### src/rtl/lcdx_pkg.sv
package lcdx_pkg;

    localparam int unsigned BITS_PER_PAIR = 2;
    localparam int unsigned NUM_BACKPLANES = 2;

    typedef enum logic [1:0] {
        BP_LOW  = 2'b00,
        BP_MID  = 2'b01,
        BP_HIGH = 2'b10
    } bp_level_e;

    typedef struct packed {
        logic common;
        logic inv;
    } frame_phase_t;

    // Level for the backplane that is currently selected by the phase.
    function automatic bp_level_e active_level(input logic inv);
        return inv ? BP_HIGH : BP_LOW;
    endfunction

    // Select one bit of a pair by phase, then apply the polarity flip.
    function automatic logic pick_bit(input logic first_bit,
                                      input logic second_bit,
                                      input frame_phase_t ph);
        return (ph.common ? second_bit : first_bit) ^ ph.inv;
    endfunction

endpackage

### src/rtl/lcdx_frame_div.sv
module lcdx_frame_div
    import lcdx_pkg::*;
(
    input  logic         clk,
    input  logic         rst,
    input  logic         en,
    output frame_phase_t phase
);

    frame_phase_t phase_q;

    always_ff @(posedge clk) begin
        if (rst) begin
            phase_q <= '0;
        end else if (en) begin
            phase_q.common <= ~phase_q.common;
            if (phase_q.common) begin
                phase_q.inv <= ~phase_q.inv;
            end
        end
    end

    assign phase = phase_q;

endmodule

### src/rtl/lcdx_seg_mux.sv
module lcdx_seg_mux
    import lcdx_pkg::*;
#(
    parameter int unsigned NUM_PAIRS = 140
) (
    input  logic [BITS_PER_PAIR*NUM_PAIRS-1:0] pair_bits,
    input  frame_phase_t                       phase,
    output logic [NUM_PAIRS-1:0]               seg
);

    for (genvar g = 0; g < NUM_PAIRS; g++) begin : g_pair
        localparam int unsigned FIRST_IDX  = BITS_PER_PAIR * g;
        localparam int unsigned SECOND_IDX = BITS_PER_PAIR * g + 1;
        assign seg[g] = pick_bit(pair_bits[FIRST_IDX], pair_bits[SECOND_IDX], phase);
    end

endmodule

### src/rtl/lcdx_backplane_enc.sv
module lcdx_backplane_enc
    import lcdx_pkg::*;
(
    input  frame_phase_t phase,
    output bp_level_e    level [NUM_BACKPLANES]
);

    for (genvar k = 0; k < NUM_BACKPLANES; k++) begin : g_bp
        localparam logic SEL = (k == 1);
        always_comb begin
            if (phase.common == SEL) begin
                level[k] = active_level(phase.inv);
            end else begin
                level[k] = BP_MID;
            end
        end
    end

endmodule

### src/rtl/lcdx_duplex_drive.sv
module lcdx_duplex_drive
    import lcdx_pkg::*;
#(
    parameter int unsigned NUM_PAIRS = 140
) (
    input  logic                                 clk,
    input  logic                                 rst,
    input  logic                                 mux_en,
    input  logic [BITS_PER_PAIR*NUM_PAIRS-1:0]   pair_bits,
    output logic                                 phase_common,
    output logic                                 phase_inv,
    output logic [NUM_PAIRS-1:0]                 seg_out,
    output logic [1:0]                           bp1_code,
    output logic [1:0]                           bp2_code
);

    frame_phase_t phase;
    bp_level_e    bp_level [NUM_BACKPLANES];

    lcdx_frame_div u_div (
        .clk   (clk),
        .rst   (rst),
        .en    (mux_en),
        .phase (phase)
    );

    lcdx_seg_mux #(
        .NUM_PAIRS (NUM_PAIRS)
    ) u_seg (
        .pair_bits (pair_bits),
        .phase     (phase),
        .seg       (seg_out)
    );

    lcdx_backplane_enc u_bp (
        .phase (phase),
        .level (bp_level)
    );

    assign phase_common = phase.common;
    assign phase_inv    = phase.inv;
    assign bp1_code     = bp_level[0];
    assign bp2_code     = bp_level[1];

endmodule

### config.mk
export PLATFORM = sky130hd
export DESIGN_NAME = lcdx_duplex_drive
export DESIGN_NICKNAME = d
export VERILOG_FILES = /design/src/rtl/lcdx_pkg.sv /design/src/rtl/lcdx_frame_div.sv /design/src/rtl/lcdx_seg_mux.sv /design/src/rtl/lcdx_backplane_enc.sv /design/src/rtl/lcdx_duplex_drive.sv
export SDC_FILE = /design/constraint.sdc
export NUM_CORES = 1
export LEC_CHECK = 0
export BUFFER_PORTS_ARGS = -buffer_cell sky130_fd_sc_hd__clkbuf_2
export CAP_MARGIN = 30
export CORE_AREA = 3 3 165 167
export DETAILED_ROUTE_END_ITERATION = 7
export DIE_AREA = 0 0 168 170
export GPL_ROUTABILITY_DRIVEN = 0
export SYNTH_ARGS = -nofsm -noshare
export SYNTH_HDL_FRONTEND = slang
export SYNTH_SLANG_ARGS = --single-unit
### constraint.sdc
create_clock -name clk -period 1.6 [get_ports clk]
set_input_delay 0 -clock clk [delete_from_list [all_inputs] [get_ports clk]]
set_output_delay 0 -clock clk [all_outputs]
set_load 0.05 [all_outputs]
Word-level counts from Yosys, hierarchy flattened

Index checks and enable logic that the tools add are counted.

Multiplexer cells: 143
Bitwise gates (word level): 142
Reduce and logical (&&, ||, !) cells: 1

Operator list:

| cell              | count |
|---|---|
| $mux W1           | 140 |
| $xor A1 B1 Y1     | 140 |
| $mux W2           | 3 |
| $not A1 Y1        | 2 |
| $reduce_and A2 Y1 | 1 |

Bits in registers: 2
Bits of input ports: 283
Output and inout bits: 146
Logic and storage cells: 288

Logic depth before layout (Yosys ltp)

Gate-level depths: netlist of run 1.

Word-level depth: 2
Mapped depth: 4
Depth with buffers taken out: 2

By module

Synthesis of run 1 repeated with hierarchy kept, for this count alone.

Cells, all modules: 323
Area, all modules: 2975.4 um^2

Modules (own cells, without submodules):

| module             | times used | cells an instance | area an instance (um^2) | seq. area each (um^2) |
|---|---|---|---|---|
| lcdx_seg_mux       | 1          | 312               | 2872.8                  | 0.0 |
| lcdx_frame_div     | 1          | 7                 | 78.8                    | 40.0 |
| lcdx_backplane_enc | 1          | 4                 | 23.8                    | 0.0 |

Least setup slack after synthesis of run 1

OpenSTA, ideal clock, no wires.

Path kind: reg-to-output
From: register u_div.phase_q (netlist bit u_div.phase[1])
To: output seg_out[100]
Arrival: 2026 ps
Data required time: 1600 ps
Slack: -426 ps
Stages on the path, launching flop included: 5
Path buffers: 2
Cells stage by stage: dfxtp_1 buf_8 buf_12 mux2i_1 xnor2_1

Longest elaborated chain between the ends: 2

RTL lines:

| what            | RTL line                | text |
|---|---|---|
| start, declared | lcdx_frame_div.sv:10    | `frame_phase_t phase_q;` |
| $mux W1         | lcdx_pkg.sv:26          | `return (ph.common ? second_bit : first_bit) ^ ph.inv;` |
| $xor A1 B1 Y1   | lcdx_pkg.sv:26          |  |
| end, declared   | lcdx_duplex_drive.sv:12 | `output logic [NUM_PAIRS-1:0] seg_out,` |

No other way between the ends.

Worst setup path after layout of run 1

From: register u_div.phase_q (netlist bit u_div.phase[1])
To: output seg_out[9]

The elaborated chain is that of the path after synthesis.

==> qor.csv, run 1 <==
stage,metric,value,unit
run_status,status,"complete, but fails checks",
run_status,failing checks,setup timing,
die,Die Y,170,um
synth,Synth Area in Adders,0,%
setup_path,crit path launch type,flop,
placed_design,I/O Buffers,428,
setup_path,"CP delay by family, top",buffers and inverters,
synth,top post-synthesis cells by area,"mux2i_1, xnor2_1, buf_12, buf_2, dfxtp_1",
synth,synthesis warning total,0,
synth,mux cell area share after synthesis,45.02,%
timing,Worst-Margin Slew,0.3680,ns
synth,Synth Area in Compound Gates,0.4823,%
power,sw frac,52.45,%
synth,register area share after synthesis,1.286,%
global_routing,vias in the first global route,4271,
power,cell-internal power,3501,uW
final_layout,max FFs per register,2,
worst_hold_path,Worst Hold Class,in -> reg,
setup_path,CP cell instances,"buf_12, clkbuf_16, buf_6, mux2i_2, xnor2_1, clkbuf_8",
setup_path,CP Max Fanout,8,
synth,syn nets,606,
die,CORE AREA,25910,um^2
global_routing,pin count of the biggest net entering global routing,32,
clock_tree,TritonCTS clock tree,built,
global_routing,gr usage total,9.369,%
global_routing,total gr overflow,0,
power,Comb power frac,94.1,%
synth,share of synthesized registers carrying an async set or reset,0,%
synth,post-synth top area share,45.02,%
die,num rows,59,
synth,Post-synth top cells,"xnor2_1, mux2i_1, buf_2, buf_12, buf_4",
final_layout,nets@finish,1067,
power,Leak,0.003953,uW
setup_path,critical path capture point type,output pin,
power,Pwr Density,825.2,nW/um^2
placed_design,DP Worst Slack,0.07954,ns
timing,final worst-path cycle share,105.1,%
die,Die Wd,168,um
timing,Final Hold Viols,0,
routing,vias after detailed routing,4190,
synth,"count leader, synth",xnor2_1,
global_routing,met3 global-route usage,1.882,%
final_layout,n_diodes,0,
placed_design,dpl hpwl,12220,um
timing,unrepaired setup endpoints after global routing,yes,
clock_tree,Worst-Skew Late Latency,0.22,ns
power,Worst VDD drop,447.7,uV
setup_path,crit path DAT,1.68,ns
power,clock power share,5.1,%
global_routing,met2 Resource Use GR,19.26,%
global_routing,met1 Use GR,9.816,%
power,Seq pwr share,0.9,%
setup_path,stages on the worst setup path,6,
timing,Final Max Slew Viols,0,
synth,Post-Synth XOR/XNOR Area,39.67,%
die,Initial Utilization,12.01,%
routing,Initial DRT Pass Iterations,4,
timing,final setup vio count,39,
synth,post-synth cell types,15,
routing,DRT iter0 DRCs,45,
setup_path,reg2reg path depth,5,
routing,DRT Wirelength,17020,um
routing,Routed WL per cell,15.24,um
routing,antenna-violating nets left,0,
timing,clk_skew,0.002684,ns
placed_design,Placed Area,6728,um^2
synth,Post-Synth Simple-Gate Area,0.7637,%
timing,Slew headroom,75.47,%
setup_path,"Slowest-stage cell, CP",dfxtp_4,
routing,Via density,3.751,
clock_tree,H-tree Lvls,1,
final_layout,"Core Util, Final",34.43,%
clock_tree,Num CTS Buffers,3,
final_layout,fillcell total,2523,
synth,Syn Inst Count,323,
global_routing,initial antenna violation count,0,
synth,"FF+latch count, synth",2,
final_layout,Finished Cell Area,8921,um^2
synth,"EDFF count, synth",0,
global_routing,GRT busiest layer,met2,
setup_path,critical path type,reg -> out,
power,net switching power,3862,uW
clock_tree,CTS sink count,2,
clock_tree,"CTS clk-pin slew, worst paths",0.03,ns
synth,dominant synthesized flop cell,dfxtp_1,
die,# IOs,429,
run,max_cap viols,0,
final_layout,Layout Area Growth over Synthesis,186.6,%
global_routing,first-pass GRT wire length,21990,um
timing,Tmin final,1.681,ns
timing,"crit path setup slack, layout",-0.08087,ns
die,die area,28560,um^2
routing,drt drc,0,
setup_path,Bufs and invs on worst path,4,
setup_path,max incr delay on CP,0.39,ns
synth,largest family of logic cells by synthesized area,multiplexers,
timing,maximum clock frequency,594.9,MHz
final_layout,share of layout cells above drive strength 1,87.47,%
synth,synthesized cell area,3113,um^2
clock_tree,"buffers from clock root to sink, at most",2,
worst_hold_path,worst hold stages,3,
setup_path,Required @ worst endpoint,1.60,ns
clock_tree,root buf cell,clkbuf_16,
synth,largest area contributor in the netlist,mux2i_1,
synth,syn avg cell area,9.638,um^2
==> area by class of cell <==
cell class,count,area (um^2),area share (%)
Clock buffer,3,75.07,0.8415
Inverter,1,3.754,0.04208
Timing Repair Buffer,489,4208,47.17
Tap cell,335,419.2,4.698
Sequential cell,2,47.55,0.5330
Multi-Input combinational cell,287,4168,46.72
==> per-stage QoR <==
step | cells | hold WS [ns] | TNS (ns) | power, uW
after CTS | 1107 | 0.07018 | -3.027 | 6702
after detailed placement | 1096 | 0.1737 | 0 | 5500
after global placement | 1096 | 0.1693 | 0 | 5469
final | 1117 | 0.06995 | -0.9821 | 7362
after floorplan | 323 | 0.06497 | -20.66 | 3898
after global routing | 1117 | 0.1252 | -4.663 | 7617
==> cells in the final DEF (no fill, tap or decap) <==
cell type	Yosys	layout
xnor2_2	0	85
a21oi_1	1	1
inv_1	1	1
a21bo_2	1	1
dlygate4sd3_1	0	1
dfxtp_4	0	2
buf_12	13	43
mux2i_2	0	50
mux2i_1	140	37
and2_2	0	1
clkbuf_16	0	8
buf_8	2	16
buf_6	1	23
clkbuf_8	0	58
xnor2_1	141	56
buf_16	0	3
clkbuf_4	0	3
clkbuf_2	0	288
nand3b_1	1	1
nor2_1	1	1
nor2b_2	0	1
mux2i_4	0	53
buf_4	3	49
==> power by group through the flow <==
stage               clock (uW)  combinational, uW  sequential [uW]
CTS                        381               6260             63.9
finish                     372               6920             65.8
floorplan                    0               3820             76.1
detailed placement           0               5440             63.2
global route               387               7160             66.9
global placement             0               5410             62.7
==> cells by family (layout without fill, tap and decap cells) <==
group	Yosys count	after routing
DFF	2	2
and+or+nand+nor	4	4
xor gates and xnor gates	141	141
AOI/OAI and AO/OA	2	2
buffers and inverters	34	493
muxes	140	140
==> worst register-to-register path: stages, from the launching register on <==
cell	delay [ns]
dfxtp_4	0.37
buf_16	0.17
buf_6	0.16
buf_4	0.14
a21bo_2	0.18
a21oi_1	0.13
==> per-layer routing <==
layer	vias to the layer above	routed length [um]	share of wire [%]
met2	234	10090	59
met4	0	101	0.59
li1	2016	-	-
met1	1932	5597	33
met5	-	0	0
met3	8	1236	7.3
==> final timing paths <==
kind	startpoint	endpoint	slack, ns
setup / recovery	u_div.phase[1]$_SDFFE_PP0P_	seg_out[9]	-0.08
hold / removal	mux_en	u_div.phase[1]$_SDFFE_PP0P_	0.07
setup reg to reg	u_div.phase[1]$_SDFFE_PP0P_	u_div.phase[0]$_SDFFE_PP0P_	0.37
hold reg to reg	u_div.phase[0]$_SDFFE_PP0P_	u_div.phase[0]$_SDFFE_PP0P_	0.85
==> repair_timing <==
| item | in CTS | in global routing |
|---|---|---|
| endpoints found under the hold margin | 2 | 0 |
| buffers inserted | 7 | 4 |
| hold buffers | 1 | 0 |
| gates resized for setup | 231 | 221 |
| pin swaps | 13 | 10 |
| gates cloned | 0 | 6 |
| setup endpoints to repair | 110 | 134 |
Note: power is estimated with default switching activity, not from simulation.
==> run 2: changes to the inputs <==
--- a/config.mk
+++ b/config.mk
@@ -7,10 +7,13 @@
 export LEC_CHECK = 0
 export BUFFER_PORTS_ARGS = -buffer_cell sky130_fd_sc_hd__clkbuf_2
 export CAP_MARGIN = 30
-export CORE_AREA = 3 3 165 167
+export CELL_PAD_IN_SITES_DETAIL_PLACEMENT = 0
+export CELL_PAD_IN_SITES_GLOBAL_PLACEMENT = 2
+export CORE_AREA = 3 3 167 169
 export DETAILED_ROUTE_END_ITERATION = 7
-export DIE_AREA = 0 0 168 170
+export DIE_AREA = 0 0 170 172
 export GPL_ROUTABILITY_DRIVEN = 0
+export PLACE_DENSITY_LB_ADDON = 0.1
 export SYNTH_ARGS = -nofsm -noshare
 export SYNTH_HDL_FRONTEND = slang
 export SYNTH_SLANG_ARGS = --single-unit
==> qor.csv, run 2 (same netlist as run 1, synthesis figures left out) <==
stage,metric,value,unit
run_status,status,"complete, but fails checks",
run_status,failing checks,setup timing,
clock_tree,H-tree Lvls,1,
timing,"crit path setup slack, layout",-0.04441,ns
timing,Slew headroom,79.88,%
timing,Tmin final,1.644,ns
timing,unrepaired setup endpoints after global routing,yes,
die,num rows,60,
clock_tree,root buf cell,clkbuf_16,
final_layout,share of layout cells above drive strength 1,89.51,%
setup_path,R2R Setup Slk,0.30,ns
die,Die Wd,170,um
worst_hold_path,worst hold stages,3,
routing,DRT Wirelength,18680,um
global_routing,vias in the first global route,4334,
global_routing,total gr overflow,0,
clock_tree,"buffers from clock root to sink, at most",2,
global_routing,initial antenna violation count,0,
routing,drt drc,0,
die,Initial Utilization,11.65,%
worst_hold_path,Worst Hold Class,in -> reg,
routing,vias after detailed routing,4060,
die,# IOs,429,
routing,DRT iter0 DRCs,45,
timing,Final Hold Viols,0,
power,Pwr Density,840.0,nW/um^2
die,CORE AREA,26730,um^2
worst_hold_path,Hold Path Sink,u_div.phase[0]$_SDFFE_PP0P_,
final_layout,nets@finish,1038,
final_layout,max FFs per register,2,
timing,clk_skew,0.001413,ns
run,max_cap viols,0,
setup_path,reg2reg path depth,5,
setup_path,critical path capture point type,output pin,
setup_path,crit path DAT,1.64,ns
placed_design,I/O Buffers,428,
final_layout,n_diodes,0,
placed_design,dpl hpwl,15150,um
routing,Initial DRT Pass Iterations,2,
placed_design,DP Worst Slack,0.09339,ns
clock_tree,Worst-Skew Late Latency,0.22,ns
timing,final worst-path cycle share,102.8,%
clock_tree,"CTS clk-pin slew, worst paths",0.03,ns
routing,Via density,3.711,
routing,antenna-violating nets left,0,
timing,Fin Hold WS,0.09240,ns
timing,final setup vio count,37,
global_routing,pin count of the biggest net entering global routing,26,
clock_tree,Num CTS Buffers,3,
power,Worst VDD drop,446.3,uV
setup_path,Required @ worst endpoint,1.60,ns
worst_hold_path,Hold Startpoint,mux_en,
final_layout,Layout Area Growth over Synthesis,197.0,%
timing,Worst-Margin Slew,0.2997,ns
setup_path,CP Max Fanout,9,
global_routing,gr usage total,11.03,%
clock_tree,TritonCTS clock tree,built,
setup_path,critical path type,reg -> out,
clock_tree,CTS sink count,2,
global_routing,first-pass GRT wire length,24900,um
timing,maximum clock frequency,608.1,MHz
setup_path,Reg-to-Reg End,u_div.phase[0]$_SDFFE_PP0P_,
die,Die Y,172,um
final_layout,"commonest non-fill, non-tap cells in the layout","clkbuf_2, xnor2_2, buf_12",
power,Leak,0.004038,uW
routing,Routed WL per cell,17.07,um
setup_path,Reg-to-Reg Start,u_div.phase[1]$_SDFFE_PP0P_,
final_layout,"most common cell after layout, fill and taps aside",clkbuf_2,
setup_path,crit path launch type,flop,
die,die area,29240,um^2
timing,Final Max Slew Viols,0,
[run 2: critical path, cell delays in order (launching register included)]
cell and delay (ns):
dfxtp_4 0.40, buf_12 0.14, buf_12 0.12, buf_16 0.16
mux2i_1 0.23, xnor2_1 0.20, buf_12 0.18
[run 2: worst max path at each step]
| stage | startpoint | endpoint | depth (start not counted) |
|---|---|---|---|
| floorplan | u_div.phase[0]$_SDFFE_PP0P_ | seg_out[40] | 4 |
| global placement | u_div.phase[1]$_SDFFE_PP0P_ | seg_out[109] | 5 |
| detailed placement | u_div.phase[1]$_SDFFE_PP0P_ | seg_out[104] | 4 |
| CTS | u_div.phase[1]$_SDFFE_PP0P_ | seg_out[76] | 5 |
| global route | u_div.phase[1]$_SDFFE_PP0P_ | seg_out[56] | 6 |
| finish | u_div.phase[1]$_SDFFE_PP0P_ | seg_out[63] | 6 |
[run 2: per-layer routing]
layer | up-vias | global-route usage, % | routed length (um)
met5 | - | 0 | 0
li1 | 1961 | - | -
met4 | 0 | 2.257 | 242
met2 | 249 | 23.42 | 11140
met3 | 10 | 3.681 | 1817
met1 | 1840 | 9.986 | 5475
[run 2: final cells by class]
| class | instances | area, um^2 |
|---|---|---|
| multi-input cells | 287 | 4329 |
| repair buffers | 460 | 4364 |
| flip-flops and latches | 2 | 47.55 |
| fillers | 2691 | 17480 |
| inverters | 1 | 3.754 |
| well taps | 341 | 426.7 |
| clock buffers | 3 | 75.07 |
[run 2: repair_timing]
action,CTS,global route
buffers inserted,4,1
hold buffers,1,0
endpoints found under the setup margin,84,108
gates resized for setup,161,169
pin swaps,11,29
cloned,4,5
endpoints found under the hold margin,2,0
[run 2: per-stage QoR]
stage | area (um^2) | TNS, ns | util, % | std cells | power [uW]
after floorplan | 3643 | -20.66 | - | 323 | 3898
after detailed placement | 7313 | 0 | 27.36 | 1076 | 6267
after global routing | 9246 | -4.659 | 34.60 | 1094 | 8046
after global placement | 7313 | 0 | 27.36 | 1076 | 6250
final | 9246 | -0.6993 | 34.60 | 1094 | 7767
after CTS | 8284 | -0.7677 | 31.00 | 1088 | 7268
[run 2: power by group]
| part | switching (uW) | total [uW] | internal [uW] | leakage (uW) |
|---|---|---|---|---|
| Combinational | 3890 | 7330 | 3440 | 0.00398 |
| Clock | 51.7 | 369 | 317 | 0.0000370 |
| Sequential | 11.2 | 66.2 | 55.0 | 0.0000178 |
==> run 3: changes to the inputs <==
--- a/config.mk
+++ b/config.mk
@@ -13,6 +13,7 @@
 export DETAILED_ROUTE_END_ITERATION = 7
 export DIE_AREA = 0 0 170 172
 export GPL_ROUTABILITY_DRIVEN = 0
+export MAX_ROUTING_LAYER = met4
 export PLACE_DENSITY_LB_ADDON = 0.1
 export SYNTH_ARGS = -nofsm -noshare
 export SYNTH_HDL_FRONTEND = slang
==> qor.csv, run 3 (same netlist as run 1, synthesis figures left out) <==
stage,metric,value,unit
routing,Routed WL per cell,17.07,um
timing,Slew headroom,79.84,%
power,Seq pwr share,0.9,%
die,CORE AREA,26730,um^2
power,Worst VDD drop,446.2,uV
timing,unrepaired setup endpoints after global routing,yes,
worst_hold_path,worst hold stages,3,
timing,Worst-Margin Slew,0.3002,ns
power,cell-internal power,3814,uW
run,max_cap viols,0,
final_layout,register area,47.55,um^2
setup_path,crit path DAT,1.64,ns
global_routing,vias in the first global route,4364,
power,sw frac,50.90,%
clock_tree,CTS sink count,2,
setup_path,Reg-to-Reg Start,u_div.phase[1]$_SDFFE_PP0P_,
power,Pwr Density,840.1,nW/um^2
final_layout,max FFs per register,2,
timing,Tmin final,1.644,ns
final_layout,n_diodes,0,
routing,vias after detailed routing,4059,
final_layout,multi-input logic area,4329,um^2
timing,Setup TNS,-0.7096,ns
die,num rows,60,
power,net switching power,3954,uW
global_routing,initial antenna violation count,0,
final_layout,"Core Util, Final",34.60,%
global_routing,first-pass GRT wire length,24780,um
setup_path,reg2reg path depth,5,
placed_design,Placed Area,7313,um^2
global_routing,total gr overflow,0,
power,clock power share,4.8,%
final_layout,"commonest non-fill, non-tap cells in the layout","clkbuf_2, xnor2_2, buf_12",
setup_path,crit path launch type,flop,
timing,final worst-path cycle share,102.8,%
routing,DRT iter0 DRCs,43,
setup_path,CP startpoint,u_div.phase[1]$_SDFFE_PP0P_,
global_routing,gr usage total,11.37,%
power,Leak,0.004038,uW
final_layout,Finished Cell Area,9246,um^2
placed_design,I/O Buffers,428,
clock_tree,"buffers from clock root to sink, at most",2,
worst_hold_path,Worst Hold Class,in -> reg,
routing,Via density,3.710,
routing,DRT Wirelength,18670,um
timing,clk_skew,0.001413,ns
routing,Initial DRT Pass Iterations,2,
clock_tree,Num CTS Buffers,3,
die,Die Y,172,um
final_layout,Layout Area Growth over Synthesis,197.0,%
clock_tree,"CTS clk-pin slew, worst paths",0.03,ns
setup_path,critical path type,reg -> out,
placed_design,Inst Count DP,1076,
routing,antenna-violating nets left,0,
final_layout,"most common cell after layout, fill and taps aside",clkbuf_2,
run_status,failing checks,setup timing,
power,Comb power frac,94.4,%
timing,Final Max Slew Viols,0,
final_layout,nets@finish,1038,
run_status,status,"complete, but fails checks",
placed_design,dpl hpwl,15150,um
clock_tree,root buf cell,clkbuf_16,
setup_path,R2R Setup Slk,0.30,ns
timing,Final Hold Viols,0,
setup_path,Reg-to-Reg End,u_div.phase[0]$_SDFFE_PP0P_,
clock_tree,H-tree Lvls,1,
clock_tree,TritonCTS clock tree,built,
worst_hold_path,Hold Path Sink,u_div.phase[0]$_SDFFE_PP0P_,
setup_path,CP Max Fanout,9,
routing,drt drc,0,
worst_hold_path,Hold Startpoint,mux_en,
die,die area,29240,um^2
final_layout,share of layout cells above drive strength 1,89.51,%
die,# IOs,429,
final_layout,Non-Filler Instances,1094,
global_routing,pin count of the biggest net entering global routing,26,
setup_path,critical path capture point type,output pin,
timing,"crit path setup slack, layout",-0.04415,ns
die,Initial Utilization,11.65,%
final_layout,fillcell total,2691,
die,Die Wd,170,um
setup_path,Required @ worst endpoint,1.60,ns
timing,final setup vio count,38,
clock_tree,Worst-Skew Late Latency,0.22,ns
timing,maximum clock frequency,608.2,MHz
## run 3: cell counts in the layout (fill, tap and decap cells not counted)
No cell type changed its count.
## run 3: worst max path at each step
stage / to / slack [ns]
2_1_floorplan: seg_out[40] / -0.30
3_3_place_gp: seg_out[109] / 0.11
3_5_place_dp: seg_out[104] / 0.09
4_1_cts: seg_out[76] / -0.05
5_1_grt: seg_out[56] / -0.1
6_report: seg_out[63] / -0.04
## run 3: critical path, stage by stage (launching register included)
cell,delay (ns)
dfxtp_4,0.40
buf_12,0.14
buf_12,0.12
buf_16,0.15
mux2i_1,0.23
xnor2_1,0.20
buf_12,0.18
## run 3: area by class of cell
type | instances | share of cell area (%)
inverters | 1 | 0.04060
multi-input cells | 287 | 46.82
well taps | 341 | 4.614
flip-flops and latches | 2 | 0.5142
repair buffers | 460 | 47.20
clock buffers | 3 | 0.8119
## run 3: power groups by stage
stage / logic (uW) / clock network, uW / registers, uW
4_1_cts: 6830 / 375 / 66.3
2_1_floorplan: 3820 / 0 / 76.1
5_1_grt: 7600 / 379 / 67.0
3_3_place_gp: 6180 / 0 / 70.1
3_5_place_dp: 6200 / 0 / 71.2
6_report: 7330 / 369 / 66.2
## run 3: timing repair
action,CTS,global route
setup endpoints to repair,84,108
gates cloned,4,5
resized for setup,161,169
hold buffers,1,0
buffers inserted,4,1
hold endpoints to repair,2,0
pin swaps,11,29
## run 3: stage by stage
step | total power (uW) | hold WS, ns | setup slack [ns]
after detailed placement | 6267 | 0.1972 | 0.09339
after CTS | 7268 | 0.09041 | -0.05137
after floorplan | 3898 | 0.06497 | -0.2992
after global placement | 6250 | 0.1815 | 0.1138
final | 7768 | 0.09237 | -0.04415
after global routing | 8046 | 0.1010 | -0.09510
## run 3: layer usage
| metal | global-route usage [%] | routed length (um) |
|---|---|---|
| met1 | 10.28 | 5582 |
| met2 | 23.42 | 11150 |
| met3 | 3.224 | 1703 |
| met4 | 2.257 | 242 |
| met5 | - | 0 |
